--- config.mk ---
export PLATFORM = sky130hd
export DESIGN_NAME = irq_cause_agg
export DESIGN_NICKNAME = d
export VERILOG_FILES = /design/src/rtl/irq_agg_pkg.sv /design/src/rtl/irq_rst_sync.sv /design/src/rtl/irq_grp.sv /design/src/rtl/irq_sum.sv /design/src/rtl/irq_cause_agg.sv
export SDC_FILE = /design/constraint.sdc
export NUM_CORES = 1
export LEC_CHECK = 0
export ABC_CLOCK_PERIOD_IN_PS = 19900
export BUFFER_PORTS_ARGS = -buffer_cell sky130_fd_sc_hd__buf_2
export CAP_MARGIN = 20
export CORE_UTILIZATION = 50
export DETAILED_ROUTE_END_ITERATION = 10
export PLACE_DENSITY = 0.69
export SYNTH_ARGS = -nofsm -noshare
export SYNTH_HDL_FRONTEND = slang
export SYNTH_SLANG_ARGS = --single-unit
--- constraint.sdc ---
create_clock -name clk -period 19.9 [get_ports clk]
set_clock_uncertainty 0.05 [all_clocks]
set_input_delay 0 -clock clk [delete_from_list [all_inputs] [get_ports clk]]
set_output_delay 0 -clock clk [all_outputs]
set_load 0.02 [all_outputs]
--- src/rtl/irq_agg_pkg.sv ---
package irq_agg_pkg;
  localparam int unsigned N_GRP    = 3;
  localparam int unsigned GRP_RX   = 0;
  localparam int unsigned GRP_TX   = 1;
  localparam int unsigned GRP_MISC = 2;

  // word offsets inside a group window (address bits [4:2])
  typedef enum logic [2:0] {
    OFS_CAUSE  = 3'd0,
    OFS_MSET   = 3'd1,
    OFS_MCLR   = 3'd2,
    OFS_MVAL   = 3'd3,
    OFS_MCAUSE = 3'd4,
    OFS_MODE   = 3'd5
  } grp_ofs_e;

  // slot 3 (address bits [6:5]) holds the summary registers
  localparam logic [1:0] TOP_SLOT   = 2'd3;
  localparam logic [2:0] OFS_PSEUDO = 3'd0;
  localparam logic [2:0] OFS_GATE   = 3'd1;
endpackage

--- src/rtl/irq_rst_sync.sv ---
module irq_rst_sync (
  input  logic clk,
  input  logic rst_n,
  output logic rst_sync_n
);
  logic [1:0] sync_q;

  always_ff @(posedge clk or negedge rst_n) begin
    if (!rst_n) sync_q <= 2'b00;
    else        sync_q <= {sync_q[0], 1'b1};
  end

  assign rst_sync_n = sync_q[1];
endmodule

--- src/rtl/irq_grp.sv ---
module irq_grp #(
  parameter int unsigned DW = 32
) (
  input  logic          clk,
  input  logic          rst_n,
  input  logic [DW-1:0] ev_i,
  input  logic          wr_cause_i,
  input  logic          wr_mcause_i,
  input  logic          wr_mset_i,
  input  logic          wr_mclr_i,
  input  logic          wr_mode_i,
  input  logic          rd_cause_i,
  input  logic          rd_mcause_i,
  input  logic [DW-1:0] wdata_i,
  output logic [DW-1:0] cause_o,
  output logic [DW-1:0] mask_o,
  output logic [DW-1:0] mode_o,
  output logic [DW-1:0] mcause_o,
  output logic          any_o
);
  logic [DW-1:0] cause_q, cause_d, mask_q, mask_d, mode_q, mode_d;
  logic [DW-1:0] clr_vec, w1c_vec, cor_vec;
  logic          cause_en, mask_en, mode_en;

  always_comb begin
    w1c_vec = '0;
    cor_vec = '0;
    if (wr_cause_i)  w1c_vec = w1c_vec | (wdata_i & ~mode_q);
    if (wr_mcause_i) w1c_vec = w1c_vec | (wdata_i & ~mode_q & ~mask_q);
    if (rd_cause_i)  cor_vec = cor_vec | mode_q;
    if (rd_mcause_i) cor_vec = cor_vec | (mode_q & ~mask_q);
    clr_vec  = w1c_vec | cor_vec;
    // events are ORed in after clearing: a colliding event wins
    cause_d  = (cause_q & ~clr_vec) | ev_i;
    cause_en = (|clr_vec) | (|ev_i);
  end

  always_comb begin
    mask_d = mask_q;
    if (wr_mset_i) mask_d = mask_d | wdata_i;
    if (wr_mclr_i) mask_d = mask_d & ~wdata_i;
    mask_en = wr_mset_i | wr_mclr_i;
    mode_d  = wdata_i;
    mode_en = wr_mode_i;
  end

  always_ff @(posedge clk or negedge rst_n) begin
    if (!rst_n)        cause_q <= '0;
    else if (cause_en) cause_q <= cause_d;
  end

  always_ff @(posedge clk or negedge rst_n) begin
    if (!rst_n)       mask_q <= '1;
    else if (mask_en) mask_q <= mask_d;
  end

  always_ff @(posedge clk or negedge rst_n) begin
    if (!rst_n)       mode_q <= '0;
    else if (mode_en) mode_q <= mode_d;
  end

  assign cause_o  = cause_q;
  assign mask_o   = mask_q;
  assign mode_o   = mode_q;
  assign mcause_o = cause_q & ~mask_q;
  assign any_o    = |(cause_q & ~mask_q);
endmodule

--- src/rtl/irq_sum.sv ---
module irq_sum #(
  parameter int unsigned DW = 32,
  parameter int unsigned NG = 3
) (
  input  logic          clk,
  input  logic          rst_n,
  input  logic [NG-1:0] grp_any_i,
  input  logic          rd_pseudo_i,
  input  logic          wr_gate_i,
  input  logic [DW-1:0] wdata_i,
  output logic [NG-1:0] pseudo_o,
  output logic [DW-1:0] gate_o,
  output logic          irq_o
);
  logic [NG-1:0] pseudo_q, pseudo_d;
  logic [DW-1:0] gate_q;
  logic          irq_q, irq_d;

  always_comb begin
    pseudo_d = pseudo_q;
    if (rd_pseudo_i) pseudo_d = '0;
    pseudo_d = pseudo_d | grp_any_i;
    irq_d    = |(pseudo_q & ~gate_q[NG-1:0]);
  end

  always_ff @(posedge clk or negedge rst_n) begin
    if (!rst_n) pseudo_q <= '0;
    else        pseudo_q <= pseudo_d;
  end

  always_ff @(posedge clk or negedge rst_n) begin
    if (!rst_n)         gate_q <= '1;
    else if (wr_gate_i) gate_q <= wdata_i;
  end

  always_ff @(posedge clk or negedge rst_n) begin
    if (!rst_n) irq_q <= 1'b0;
    else        irq_q <= irq_d;
  end

  assign pseudo_o = pseudo_q;
  assign gate_o   = gate_q;
  assign irq_o    = irq_q;
endmodule

--- src/rtl/irq_cause_agg.sv ---
module irq_cause_agg
  import irq_agg_pkg::*;
#(
  parameter int unsigned DW = 32,
  parameter int unsigned AW = 8
) (
  input  logic          clk,
  input  logic          rst_n,
  input  logic          bus_wr_i,
  input  logic          bus_rd_i,
  input  logic [AW-1:0] bus_addr_i,
  input  logic [DW-1:0] bus_wdata_i,
  output logic [DW-1:0] bus_rdata_o,
  input  logic [DW-1:0] ev_rx_i,
  input  logic [DW-1:0] ev_tx_i,
  input  logic [DW-1:0] ev_misc_i,
  output logic          irq_o
);
  logic                     rst_sync_n;
  logic                     hi_zero;
  logic [1:0]               slot;
  logic [2:0]               ofs;
  logic [N_GRP-1:0][DW-1:0] ev_a, g_cause, g_mask, g_mode, g_mcause;
  logic [N_GRP-1:0]         g_any, g_sel;
  logic [N_GRP-1:0]         wr_cause, wr_mcause, wr_mset, wr_mclr, wr_mode;
  logic [N_GRP-1:0]         rd_cause, rd_mcause;
  logic                     top_sel, rd_pseudo, wr_gate;
  logic [N_GRP-1:0]         pseudo;
  logic [DW-1:0]            gate;
  logic [DW-1:0]            rdata_d, rdata_q;
  logic                     unused_addr_lsb;

  irq_rst_sync u_rst (
    .clk        (clk),
    .rst_n      (rst_n),
    .rst_sync_n (rst_sync_n)
  );

  assign unused_addr_lsb = ^bus_addr_i[1:0];
  assign hi_zero = (bus_addr_i[AW-1:7] == '0);
  assign slot    = bus_addr_i[6:5];
  assign ofs     = bus_addr_i[4:2];
  assign top_sel = hi_zero && (slot == TOP_SLOT);

  assign ev_a[GRP_RX]   = ev_rx_i;
  assign ev_a[GRP_TX]   = ev_tx_i;
  assign ev_a[GRP_MISC] = ev_misc_i;

  for (genvar g = 0; g < N_GRP; g++) begin : g_grp
    assign g_sel[g]     = hi_zero && (slot == 2'(g));
    assign wr_cause[g]  = bus_wr_i && g_sel[g] && (ofs == OFS_CAUSE);
    assign wr_mcause[g] = bus_wr_i && g_sel[g] && (ofs == OFS_MCAUSE);
    assign wr_mset[g]   = bus_wr_i && g_sel[g] && (ofs == OFS_MSET);
    assign wr_mclr[g]   = bus_wr_i && g_sel[g] && (ofs == OFS_MCLR);
    assign wr_mode[g]   = bus_wr_i && g_sel[g] && (ofs == OFS_MODE);
    assign rd_cause[g]  = bus_rd_i && g_sel[g] && (ofs == OFS_CAUSE);
    assign rd_mcause[g] = bus_rd_i && g_sel[g] && (ofs == OFS_MCAUSE);

    irq_grp #(.DW(DW)) u_grp (
      .clk         (clk),
      .rst_n       (rst_sync_n),
      .ev_i        (ev_a[g]),
      .wr_cause_i  (wr_cause[g]),
      .wr_mcause_i (wr_mcause[g]),
      .wr_mset_i   (wr_mset[g]),
      .wr_mclr_i   (wr_mclr[g]),
      .wr_mode_i   (wr_mode[g]),
      .rd_cause_i  (rd_cause[g]),
      .rd_mcause_i (rd_mcause[g]),
      .wdata_i     (bus_wdata_i),
      .cause_o     (g_cause[g]),
      .mask_o      (g_mask[g]),
      .mode_o      (g_mode[g]),
      .mcause_o    (g_mcause[g]),
      .any_o       (g_any[g])
    );
  end

  assign rd_pseudo = bus_rd_i && top_sel && (ofs == OFS_PSEUDO);
  assign wr_gate   = bus_wr_i && top_sel && (ofs == OFS_GATE);

  irq_sum #(.DW(DW), .NG(N_GRP)) u_sum (
    .clk         (clk),
    .rst_n       (rst_sync_n),
    .grp_any_i   (g_any),
    .rd_pseudo_i (rd_pseudo),
    .wr_gate_i   (wr_gate),
    .wdata_i     (bus_wdata_i),
    .pseudo_o    (pseudo),
    .gate_o      (gate),
    .irq_o       (irq_o)
  );

  always_comb begin
    rdata_d = '0;
    if (top_sel) begin
      if (ofs == OFS_PSEUDO)    rdata_d = DW'(pseudo);
      else if (ofs == OFS_GATE) rdata_d = gate;
    end else begin
      for (int g = 0; g < N_GRP; g++) begin
        if (g_sel[g]) begin
          case (ofs)
            OFS_CAUSE:  rdata_d = g_cause[g];
            OFS_MVAL:   rdata_d = g_mask[g];
            OFS_MCAUSE: rdata_d = g_mcause[g];
            OFS_MODE:   rdata_d = g_mode[g];
            default:    rdata_d = '0;
          endcase
        end
      end
    end
  end

  always_ff @(posedge clk or negedge rst_sync_n) begin
    if (!rst_sync_n)   rdata_q <= '0;
    else if (bus_rd_i) rdata_q <= rdata_d;
  end

  assign bus_rdata_o = rdata_q;
endmodule

==> results of run 1 <==
[path summary, 6_finish.rpt]
| path | startpoint | to | slack (ns) | cells after the start |
|---|---|---|---|---|
| max in group asynchronous | u_rst.sync_q[1] | g_grp[1].u_grp.mode_o[15] | 17.17 | 2 |
| hold reg to reg | u_rst.sync_q[1] | bus_rdata_o[22] | 0.30 | 0 |
| hold / removal | bus_addr_i[7] | register | 0.05 | 5 |
| setup reg to reg | u_rst.sync_q[1] | g_grp[1].u_grp.mode_o[15] | 17.17 | 2 |
| min in group asynchronous | rst_n | u_rst.sync_q[1] | 0.22 | 3 |
| setup / recovery | bus_wr_i | g_grp[0].u_grp.cause_o[25] | 16.61 | 9 |
[worst reg2reg max path, stage by stage (launching register included)]
cell and delay (ns):
dfrtp_4 0.83, buf_4 0.89, buf_4 0.91
[repair_timing]
action,in CTS,in global routing
hold endpoints to repair,323,1
gates resized for setup,0,0
hold buffers,196,1
[per-layer routing]
metal / part of all wire / vias to the layer above / GRT usage
li1: - / 7769 / -
met3: 0.10 / 239 / 0.0732
met5: 0.00020 / - / 0
met2: 0.45 / 1087 / 0.569
met4: 0.057 / 2 / 0.214
met1: 0.39 / 8936 / 0.474
[logic make-up after synthesis]
family | after synthesis | share of synthesized area
AOI/OAI and AO/OA | 728 | 0.254
and+or+nand+nor | 486 | 0.139
DFF | 358 | 0.475
buffers and inverters | 241 | 0.0541
muxes | 131 | 0.0767
other | 1 | 0.000196
[power by group through the flow]
stage	registers [mW]	logic, mW	clock network (mW)
3_3_place_gp	0.896	0.226	0
3_5_place_dp	0.901	0.231	0
4_1_cts	0.889	0.254	0.778
5_1_grt	0.902	0.278	0.806
2_1_floorplan	0.892	0.145	0
6_report	0.893	0.258	0.772
[placed cells by master (no fill, tap or decap), types with 32 or more instances in the layout]
cell type      Yosys  routed
a21oi_1          263     263
mux2_2           126     126
clkbuf_16          0      43
nor2_1            42      41
inv_1             72      72
nor2b_1           39      39
a22oi_1          101     101
o211ai_1          35      35
a21o_1            40      40
o21bai_1          51      51
buf_2             70     169
dfrtp_1          230     229
and3_1            33      32
nand2_1          161     161
nand3_1           33      32
dfstp_2          128     128
a22o_1            40      40
dlygate4sd3_1      0     197
nand3b_1          62      62
[metrics by stage]
step	hold slack [ns]	cell area, µm²
after floorplan	-0.346	19200
after global placement	-0.265	20200
after detailed placement	-0.263	20200
after CTS	0.0183	23500
after global routing	0.0630	23600
final	0.0461	23600
[area by class of cell]
cell class | instances | area [µm²] | area share
flip-flops and latches | 358 | 9120 | 0.387
clock inverters | 15 | 138 | 0.00583
repair buffers | 401 | 3120 | 0.132
well taps | 511 | 639 | 0.0271
clock buffers | 61 | 1210 | 0.0514
inverters | 73 | 274 | 0.0116
multi-input cells | 1346 | 9080 | 0.385
==> metrics.md, run 1 <==
| Metric | Value |
|---|---|
| Outcome | `finished, final reports clean` |
| Period Utilization, post-route | `0.165` |
| Final net count | `2361` |
| Max-cap violations | `0` |
| All-Layer GR Usage | `0.366` |
| Hold Crit Class | `primary input to register` |
| Comb pwr share | `0.134` |
| # DRC | `0` |
| Post-synthesis sequential area ratio | `0.475` |
| Post-synth EDFFs | `0` |
| Slew Limit Fails | `0` |
| Critical path's top delay family | `buffers and inverters` |
| Most frequent cell after synthesis | `a21oi_1` |
| Relative slew slack | `0.209` |
| Worst-path fanout max | `16` |
| Post-DP HPWL | `44000 µm` |
| CP endpoint kind | `register` |
| Leak Pwr | `between 9 and 10 nW` |
| IO Port Bufs | `between 150 and 200` |
| Pint | `roughly 1.4 mW` |
| Sequential fraction of design power | `0.464` |
| CP bufs+invs | `4` |
| DIE AREA | `between 30000 and 40000 µm²` |
| Fillers | `3155` |
| Top-area cell type share of the netlist area | `0.300` |
| Placed insts | `2490` |
| Initial antenna violation count | `2` |
| CTS tree | `done` |
| Clock latency on the worst-skew pair | `0.58 ns` |
| DRT iter0 DRCs | `approximately 1900` |
| Setup Viol. Count Final | `0` |
| Area delta synth->final | `23.0%` |
| Vias after detailed routing | `roughly 18000` |
| Biggest area consumer among synthesized cells | `dfrtp_1` |
| Setup WS post-layout | `16.61 ns` |
| Cell mode on critical path | `dlygate4sd3_1` |
| Setup Fix Bufs, Post-CTS | `0` |
| Synth Net Count | `2085` |
| Pwr per Cell Area | `a little over 80 nW/µm²` |
| Clock sinks | `358` |
| Vias/cell | `6.52` |
| Worst vdd ir | `0.0000540 V` |
| Height of the die | `~200 µm` |
| Share of layout cells above drive strength 1 | `0.252` |
| CTS Buf Count | `41` |
| Net Sw Frac | `0.280` |
| Worst-path clk slew | `0.06 ns` |
| Vias in the first global route | `17602` |
| WL final | `between 70000 and 80000 µm` |
| Fin Setup TNS | `0 ns` |
| Clock buffer depth | `3` |
| Rows | `71` |
| Synth Instances | `1945` |
| WL/cell | `25.8 µm` |
| Max Fclk | `just over 0.3 GHz` |
| Max incr delay on CP | `around 0.76 ns` |
| Top area cells in the synthesized netlist | `dfrtp_1, dfstp_2, mux2_2` |
| Clock network fraction of design power | `0.401` |
| Yosys warns | `0` |
| I/O pins | `~170` |
| N_diodes | `0` |
| Mapped Area | `19200 µm²` |
| CP max-delay cell | `nor3_4` |
| Avg Inst Size Synth | `9.86 µm²` |
| Fin cells | `2765` |
| CP cell instances | `dlygate4sd3_1 > buf_2 > nand2b_1 > nor3_4 > buf_4 > nand3b_1 > a22o_1 > a21o_1 > dlygate4sd3_1` |
| Startpoint Class | `primary input` |
| ANT nets after route | `0` |
| Seq cells post-synth | `358` |
| DP Worst Slack | `16.46 ns` |
| Overall power | `1.92 mW` |
| Final Hold Fails | `0` |
| WP data required | `approximately 20 ns` |
| Actual slew at the worst max-slew pin | `1.18 ns` |
| Crit path arrival time | `3.69 ns` |
| Unrepaired setup endpoints after global routing | `false` |
| Top post-synthesis cells by count | `a21oi_1, dfrtp_1, nand2_1, dfstp_2, mux2_2` |
| Chip Width | `approximately 200 µm` |
| Post-synth ARST share | `1.00` |
| First-pass GRT wire length | `107000 µm` |
| Worst Path Class, Setup | `primary input to register` |
| Pin count of the biggest net entering global routing | `between 150 and 200` |
| CTS Root Cell | `clkbuf_16` |
| Final design utilization | `0.626` |
| GP Congestion | `approximately 0.93` |
| Initial Util | `0.509` |
| H-tree levels | `2` |
| Tmin final | `3.29 ns` |
| Router iterations before antenna repair | `6` |
| Distinct cells, synth | `66` |
| Synth Flop Type | `dfrtp_1` |
| Sw Pwr | `roughly 0.54 mW` |
| Overflow after GRT | `0` |
| CORE AREA | `approximately 38000 µm²` |
No activity file was read; power rests on OpenSTA's default activity.
==> inputs of run 2 (changes only) <==
ABC_CLOCK_PERIOD_IN_PS = 3100   (was 19900)
clock period = 3.1 ns   (was 19.9 ns; I/O delays follow)
==> run 2 against run 1 <==
  * Global-route usage rose by 0.28 points
  * Final area rose by 0.25%
  * Final cell count rose by 0.11%
  * Largest cell class unchanged
  * Power rose to 6.4 times the previous value
  * Critical endpoint is now g_grp[2].u_grp.mode_o[5]
==> metrics.md, run 2 (same netlist as run 1, synthesis figures left out) <==
| Metric | Value |
|---|---|
| Outcome | `finished, final reports clean` |
| Clock sinks | `358 (unchanged)` |
| CP endpoint kind | `register` |
| Height of the die | `198 µm (unchanged)` |
| Placed insts | `2516 (+1.0%)` |
| Worst vdd ir | `0.000434 V (+700%)` |
| Actual slew at the worst max-slew pin | `0.910 ns (-0.273 ns)` |
| CTS Buf Count | `40 (-2.4%)` |
| Crit path arrival time | `2.72 ns (-0.97 ns)` |
| # DRC | `0 (unchanged)` |
| Worst-path fanout max | `33 (+17)` |
| Initial Util | `0.509 (unchanged)` |
| Overflow after GRT | `0 (unchanged)` |
| Flop2flop setup slack | `0.84 ns (-16.33 ns)` |
| Slew Limit Fails | `0 (unchanged)` |
| WL final | `71700 µm (+0.60%)` |
| Startpoint Class | `primary input` |
| ANT nets after route | `0 (unchanged)` |
| Relative slew slack | `0.377 (+0.168)` |
| Router iterations before antenna repair | `6 (unchanged)` |
| Post-DP HPWL | `46300 µm (+5.0%)` |
| Vias after detailed routing | `18114 (+0.45%)` |
| Hold EP | `bus_rdata_o[1]` |
| Leak Pwr | `10.1 nW (+1.2%)` |
| Overall power | `12.2 mW (+540%)` |
| Initial antenna violation count | `2 (unchanged)` |
| FF+latch area | `9120 µm² (unchanged)` |
| WP data required | `3.47 ns (-16.84 ns)` |
| Unrepaired setup endpoints after global routing | `false` |
| Final Hold Fails | `0 (unchanged)` |
| Most common cell after layout, fill and taps aside | `a21oi_1` |
| DRT iter0 DRCs | `2156 (+11%)` |
| CTS Root Cell | `clkbuf_16` |
| WL/cell | `25.9 µm (+0.49%)` |
| Max Fclk | `0.426 GHz` |
| First-pass GRT wire length | `108000 µm (+1.3%)` |
| Min Hold Slack | `0.0294 ns (-0.0167 ns)` |
| FF-to-FF End | `u_sum.pseudo_o[2]` |
| Setup Viol. Count Final | `0 (unchanged)` |
| Fillers | `3127 (-0.89%)` |
| Area delta synth->final | `23.3%` |
| GP Congestion | `0.946 (+1.4%)` |
| Period Utilization, post-route | `0.758` |
| Worst-path clk slew | `0.06 ns (about the same)` |
| All-Layer GR Usage | `0.369 (+0.00281)` |
| Hold Path Stages | `4 (-1)` |
| Pin count of the biggest net entering global routing | `114 (-32%)` |
| H-tree levels | `2 (unchanged)` |
| Chip Width | `198 µm (unchanged)` |
| Fin cells | `2768 (+0.11%)` |
| Share of layout cells above drive strength 1 | `0.261 (+0.00864)` |
| IO Port Bufs | `170 (unchanged)` |
| DIE AREA | `39100 µm² (unchanged)` |
| Reg2Reg Depth | `4 (+2)` |
| Multi-input gate area | `9080 µm² (about the same)` |
| Final net count | `2364 (+0.13%)` |
| Most frequent cells in the layout | `a21oi_1, dfrtp_1, dlygate4sd3_1` |
| Worst Path Class, Setup | `primary input to register` |
| Pwr per Cell Area | `517 nW/µm² (+530%)` |
| CORE AREA | `37700 µm² (unchanged)` |
| Tmin final | `2.35 ns` |
| Setup Fix Bufs, Post-CTS | `0 (unchanged)` |
| Max-cap violations | `0 (unchanged)` |
| I/O pins | `173 (unchanged)` |
| Clock buffer depth | `3 (unchanged)` |
| Hold Crit Class | `primary input to register` |
| Vias in the first global route | `17267 (-1.9%)` |
| Min-delay src | `bus_addr_i[2]` |
| Clock latency on the worst-skew pair | `0.57 ns (about the same)` |
| Rows | `71 (unchanged)` |
| Vias/cell | `6.54 (+0.34%)` |
| CTS tree | `done` |
run 2: cell types whose count changed in the layout (fill, tap and decap cells not counted), moves of 2 or more:
cell           delta
buf_12           +11
clkbuf_16         -2
clkbuf_8          +5
clkinvlp_4        -2
dlygate4sd3_1    -20
buf_4            +15
clkinv_2          -3
run 2: metrics by stage:
step	utilization	setup TNS (ns)	worst slack (ns)	cell area (µm²)
final	0.628	0	0.750	23600
after floorplan	-	-94.12	-0.413	19200
after global placement	0.546	0	0.769	20600
after global routing	0.628	0	0.770	23600
after CTS	0.628	0	0.877	23600
after detailed placement	0.546	0	0.725	20600
run 2: area by class of cell:
cell class              instances  area share
repair buffers                405       0.136
multi-input cells            1346       0.384
well taps                     511      0.0270
diodes                          1    0.000106
clock buffers                  64      0.0521
clock inverters                10     0.00365
inverters                      73      0.0116
flip-flops and latches        358       0.386
run 2: report_power, final:
group	internal [mW]	switching, mW
combinational	0.750	0.952
sequential	5.28	0.455
clock	2.81	1.99
run 2: worst max-delay path by stage:
stage                          startpoint                        end  slack (ns)  depth (start not counted)
final                       bus_addr_i[4]   g_grp[2].u_grp.mode_o[5]        0.75                          6
after global routing        bus_addr_i[4]  g_grp[2].u_grp.mode_o[30]        0.77                          6
after CTS                   bus_addr_i[4]   g_grp[2].u_grp.mode_o[6]        0.88                          6
after detailed placement    bus_addr_i[2]            bus_rdata_o[31]        0.72                          7
after global placement      bus_addr_i[2]             bus_rdata_o[1]        0.77                          7
after floorplan           u_rst.sync_q[1]             bus_rdata_o[0]       -0.41                          0
run 2: routing by layer:
layer  GRT usage  vias up  routed length, µm
met1       0.501     8942              28300
met5           0        -                  0
met4       0.203        0               4370
met3      0.0629      235               7130
met2       0.561     1176              31900
li1            -     7761                  -
run 2: critical path, cell delays in order:
cell and delay (ns):
dlygate4sd3_1 0.58, buf_6 0.32, and3b_2 0.48, nand3_2 0.62
buf_12 0.40, mux2_2 0.28
run 2: repair_timing:
item,in CTS,in global routing
gates resized for setup,0,0
hold buffers,177,0
hold endpoints to repair,324,0
==> inputs of run 3 (changes only) <==
ABC_CLOCK_PERIOD_IN_PS = 2220   (was 3100)
clock period = 2.22 ns   (was 3.1 ns; I/O delays follow)
==> run 3 against run 2 <==
  * Via count up 0.78%
  * Final cell count increased by 2.3%
  * Count of clock-buffer cells in the layout rose by 4
  * Register-to-register slack worse by 0.62 ns
  * Critical endpoint is now g_grp[2].u_grp.cause_o[19]
  * Non-clock buffer count up 60
  * Sequential share of layout area down 1.2 points
  * Die area is the same
  * Largest cell class unchanged
  * Critical path depth up 2
  * Clock power increased by 52%
  * Power increased by 45%
==> metrics.md, run 3 (same netlist as run 1, synthesis figures left out) <==
| Metric | Value |
|---|---|
| Outcome | `finished, final reports clean` |
| I/O pins | `173 (unchanged)` |
| Period Utilization, post-route | `0.919` |
| FF+latch area | `9120 µm² (unchanged)` |
| Worst Setup SP | `bus_addr_i[3]` |
| CP endpoint kind | `register` |
| All-Layer GR Usage | `0.378 (+0.00921)` |
| GP Congestion | `0.976 (+3.2%)` |
| Max incr delay on CP | `0.55 ns (-0.07 ns)` |
| Initial Util | `0.509 (unchanged)` |
| Actual slew at the worst max-slew pin | `0.775 ns (-0.136 ns)` |
| Worst vdd ir | `0.000558 V (+29%)` |
| First-pass GRT wire length | `110000 µm (+1.9%)` |
| R2R Path Start | `g_grp[0].u_grp.cause_o[23]` |
| WP data required | `2.63 ns (-0.84 ns)` |
| Overflow after GRT | `0 (unchanged)` |
| Clock latency on the worst-skew pair | `0.57 ns (about the same)` |
| CTS Root Cell | `clkbuf_16` |
| CP cell instances | `buf_2 > or2_1 > nor3_4 > buf_4 > nand3b_1 > a22o_1 > a21o_1 > dlygate4sd3_1` |
| ANT nets after route | `0 (unchanged)` |
| Setup WS post-layout | `0.181 ns (-0.569 ns)` |
| Router iterations before antenna repair | `8 (+2)` |
| FF-to-FF End | `u_sum.pseudo_o[0]` |
| CTS Buf Count | `42 (+5.0%)` |
| Rows | `71 (unchanged)` |
| Hold Crit Class | `primary input to register` |
| Leak Pwr | `10.4 nW (+3.5%)` |
| Pwr per Cell Area | `727 nW/µm² (+40%)` |
| Startpoint Class | `primary input` |
| Final Hold Fails | `0 (unchanged)` |
| Most common cell after layout, fill and taps aside | `a21oi_1` |
| Fillers | `3030 (-3.1%)` |
| Vias after detailed routing | `18255 (+0.78%)` |
| H-tree levels | `2 (unchanged)` |
| Worst-path fanout max | `18 (-45%)` |
| Post-CTS resize count | `0 (unchanged)` |
| CP max-delay cell | `dlygate4sd3_1` |
| Height of the die | `198 µm (unchanged)` |
| Reg2Reg Depth | `5 (+1)` |
| Placed insts | `2558 (+1.7%)` |
| Relative slew slack | `0.483 (+0.106)` |
| Worst-path clk slew | `0.06 ns (about the same)` |
| Clock sinks | `358 (unchanged)` |
| Crit path arrival time | `2.45 ns (-0.27 ns)` |
| Setup Fix Bufs, Post-CTS | `0 (unchanged)` |
| Setup Viol. Count Final | `0 (unchanged)` |
| CTS tree | `done` |
| Chip Width | `198 µm (unchanged)` |
| Flop2flop setup slack | `0.22 ns (-0.62 ns)` |
| Tmin final | `roughly 2 ns` |
| Clock buffer depth | `3 (unchanged)` |
| Most frequent cells in the layout | `a21oi_1, dfrtp_1, dlygate4sd3_1` |
| Share of layout cells above drive strength 1 | `0.273 (+0.0122)` |
| DP Worst Slack | `0.205 ns (-0.519 ns)` |
| Max-cap violations | `0 (unchanged)` |
| Worst Path Class, Setup | `primary input to register` |
| DIE AREA | `39100 µm² (unchanged)` |
| Unrepaired setup endpoints after global routing | `false` |
| Area delta synth->final | `27.4%` |
| Overall power | `17.8 mW (+45%)` |
| Vias/cell | `6.45 (-1.5%)` |
| Setup crit end | `g_grp[2].u_grp.cause_o[19]` |
| Vias in the first global route | `17928 (+3.8%)` |
| Pin count of the biggest net entering global routing | `76 (-33%)` |
| Post-DP HPWL | `48700 µm (+5.2%)` |
| WL/cell | `25.8 µm (-0.38%)` |
| # DRC | `0 (unchanged)` |
| CORE AREA | `37700 µm² (unchanged)` |
| Max Fclk | `0.490 GHz` |
| N_diodes | `0 (-1)` |
| DRT iter0 DRCs | `1878 (-13%)` |
| WL final | `73000 µm (+1.9%)` |
| Multi-input gate area | `9080 µm² (unchanged)` |
| Initial antenna violation count | `1 (-1)` |
| Final net count | `2426 (+2.6%)` |
| Hold-fix buffers, CTS | `195 (+10%)` |
| Slew Limit Fails | `0 (unchanged)` |
| IO Port Bufs | `170 (unchanged)` |
| Fin cells | `2831 (+2.3%)` |
run 3: worst min path at each step:
| stage | start | end | slack (ns) | cells after the start |
|---|---|---|---|---|
| 2_1_floorplan | rst_n | u_rst.sync_q[0] | -0.35 | 0 |
| 3_3_place_gp | rst_n | u_rst.sync_q[0] | -0.26 | 1 |
| 3_5_place_dp | rst_n | u_rst.sync_q[0] | -0.26 | 1 |
| 4_1_cts | bus_rd_i | bus_rdata_o[28] | 0.01 | 4 |
| 5_1_grt | bus_rd_i | bus_rdata_o[28] | 0.05 | 3 |
| 6_report | bus_rd_i | bus_rdata_o[28] | 0.05 | 4 |
run 3: worst max-delay path, delay by kind of cell:
kind                   cells  cell delay [ns]
buffers and inverters      3             1.06
AND/OR/NAND/NOR            3             0.99
AO/OA/AOI/OAI              2             0.38
run 3: stage by stage:
step                area [µm²]  hold slack [ns]  setup TNS (ns)   util
finish                   24400           0.0518               0  0.649
global route             24400           0.0547               0  0.649
CTS                      24400           0.0112               0  0.649
detailed placement       21000           -0.263               0  0.558
global placement         21000           -0.264               0  0.558
floorplan                19200           -0.346         -354.88      -
run 3: area by class of cell:
class,count,share of cell area
well taps,511,0.0262
flip-flops and latches,358,0.373
multi-input cells,1346,0.371
clock buffers,68,0.0541
repair buffers,465,0.158
clock inverters,10,0.00538
inverters,73,0.0112
run 3: metal layers:
layer,routed length (µm),up-vias,track usage
li1,-,7876,-
met5,0,-,0
met1,27700,8973,0.497
met2,33000,1152,0.584
met3,7840,254,0.0675
met4,4420,0,0.223
run 3: power by group:
part / total [mW] / leakage (nW) / internal (mW) / switching [mW]
sequential: 8.01 / 3.95 / 7.37 / 0.645
combinational: 2.46 / 5.79 / 1.11 / 1.35
clock: 7.28 / 0.714 / 4.42 / 2.86
total: 17.8 / 10.4 / 12.9 / 4.86
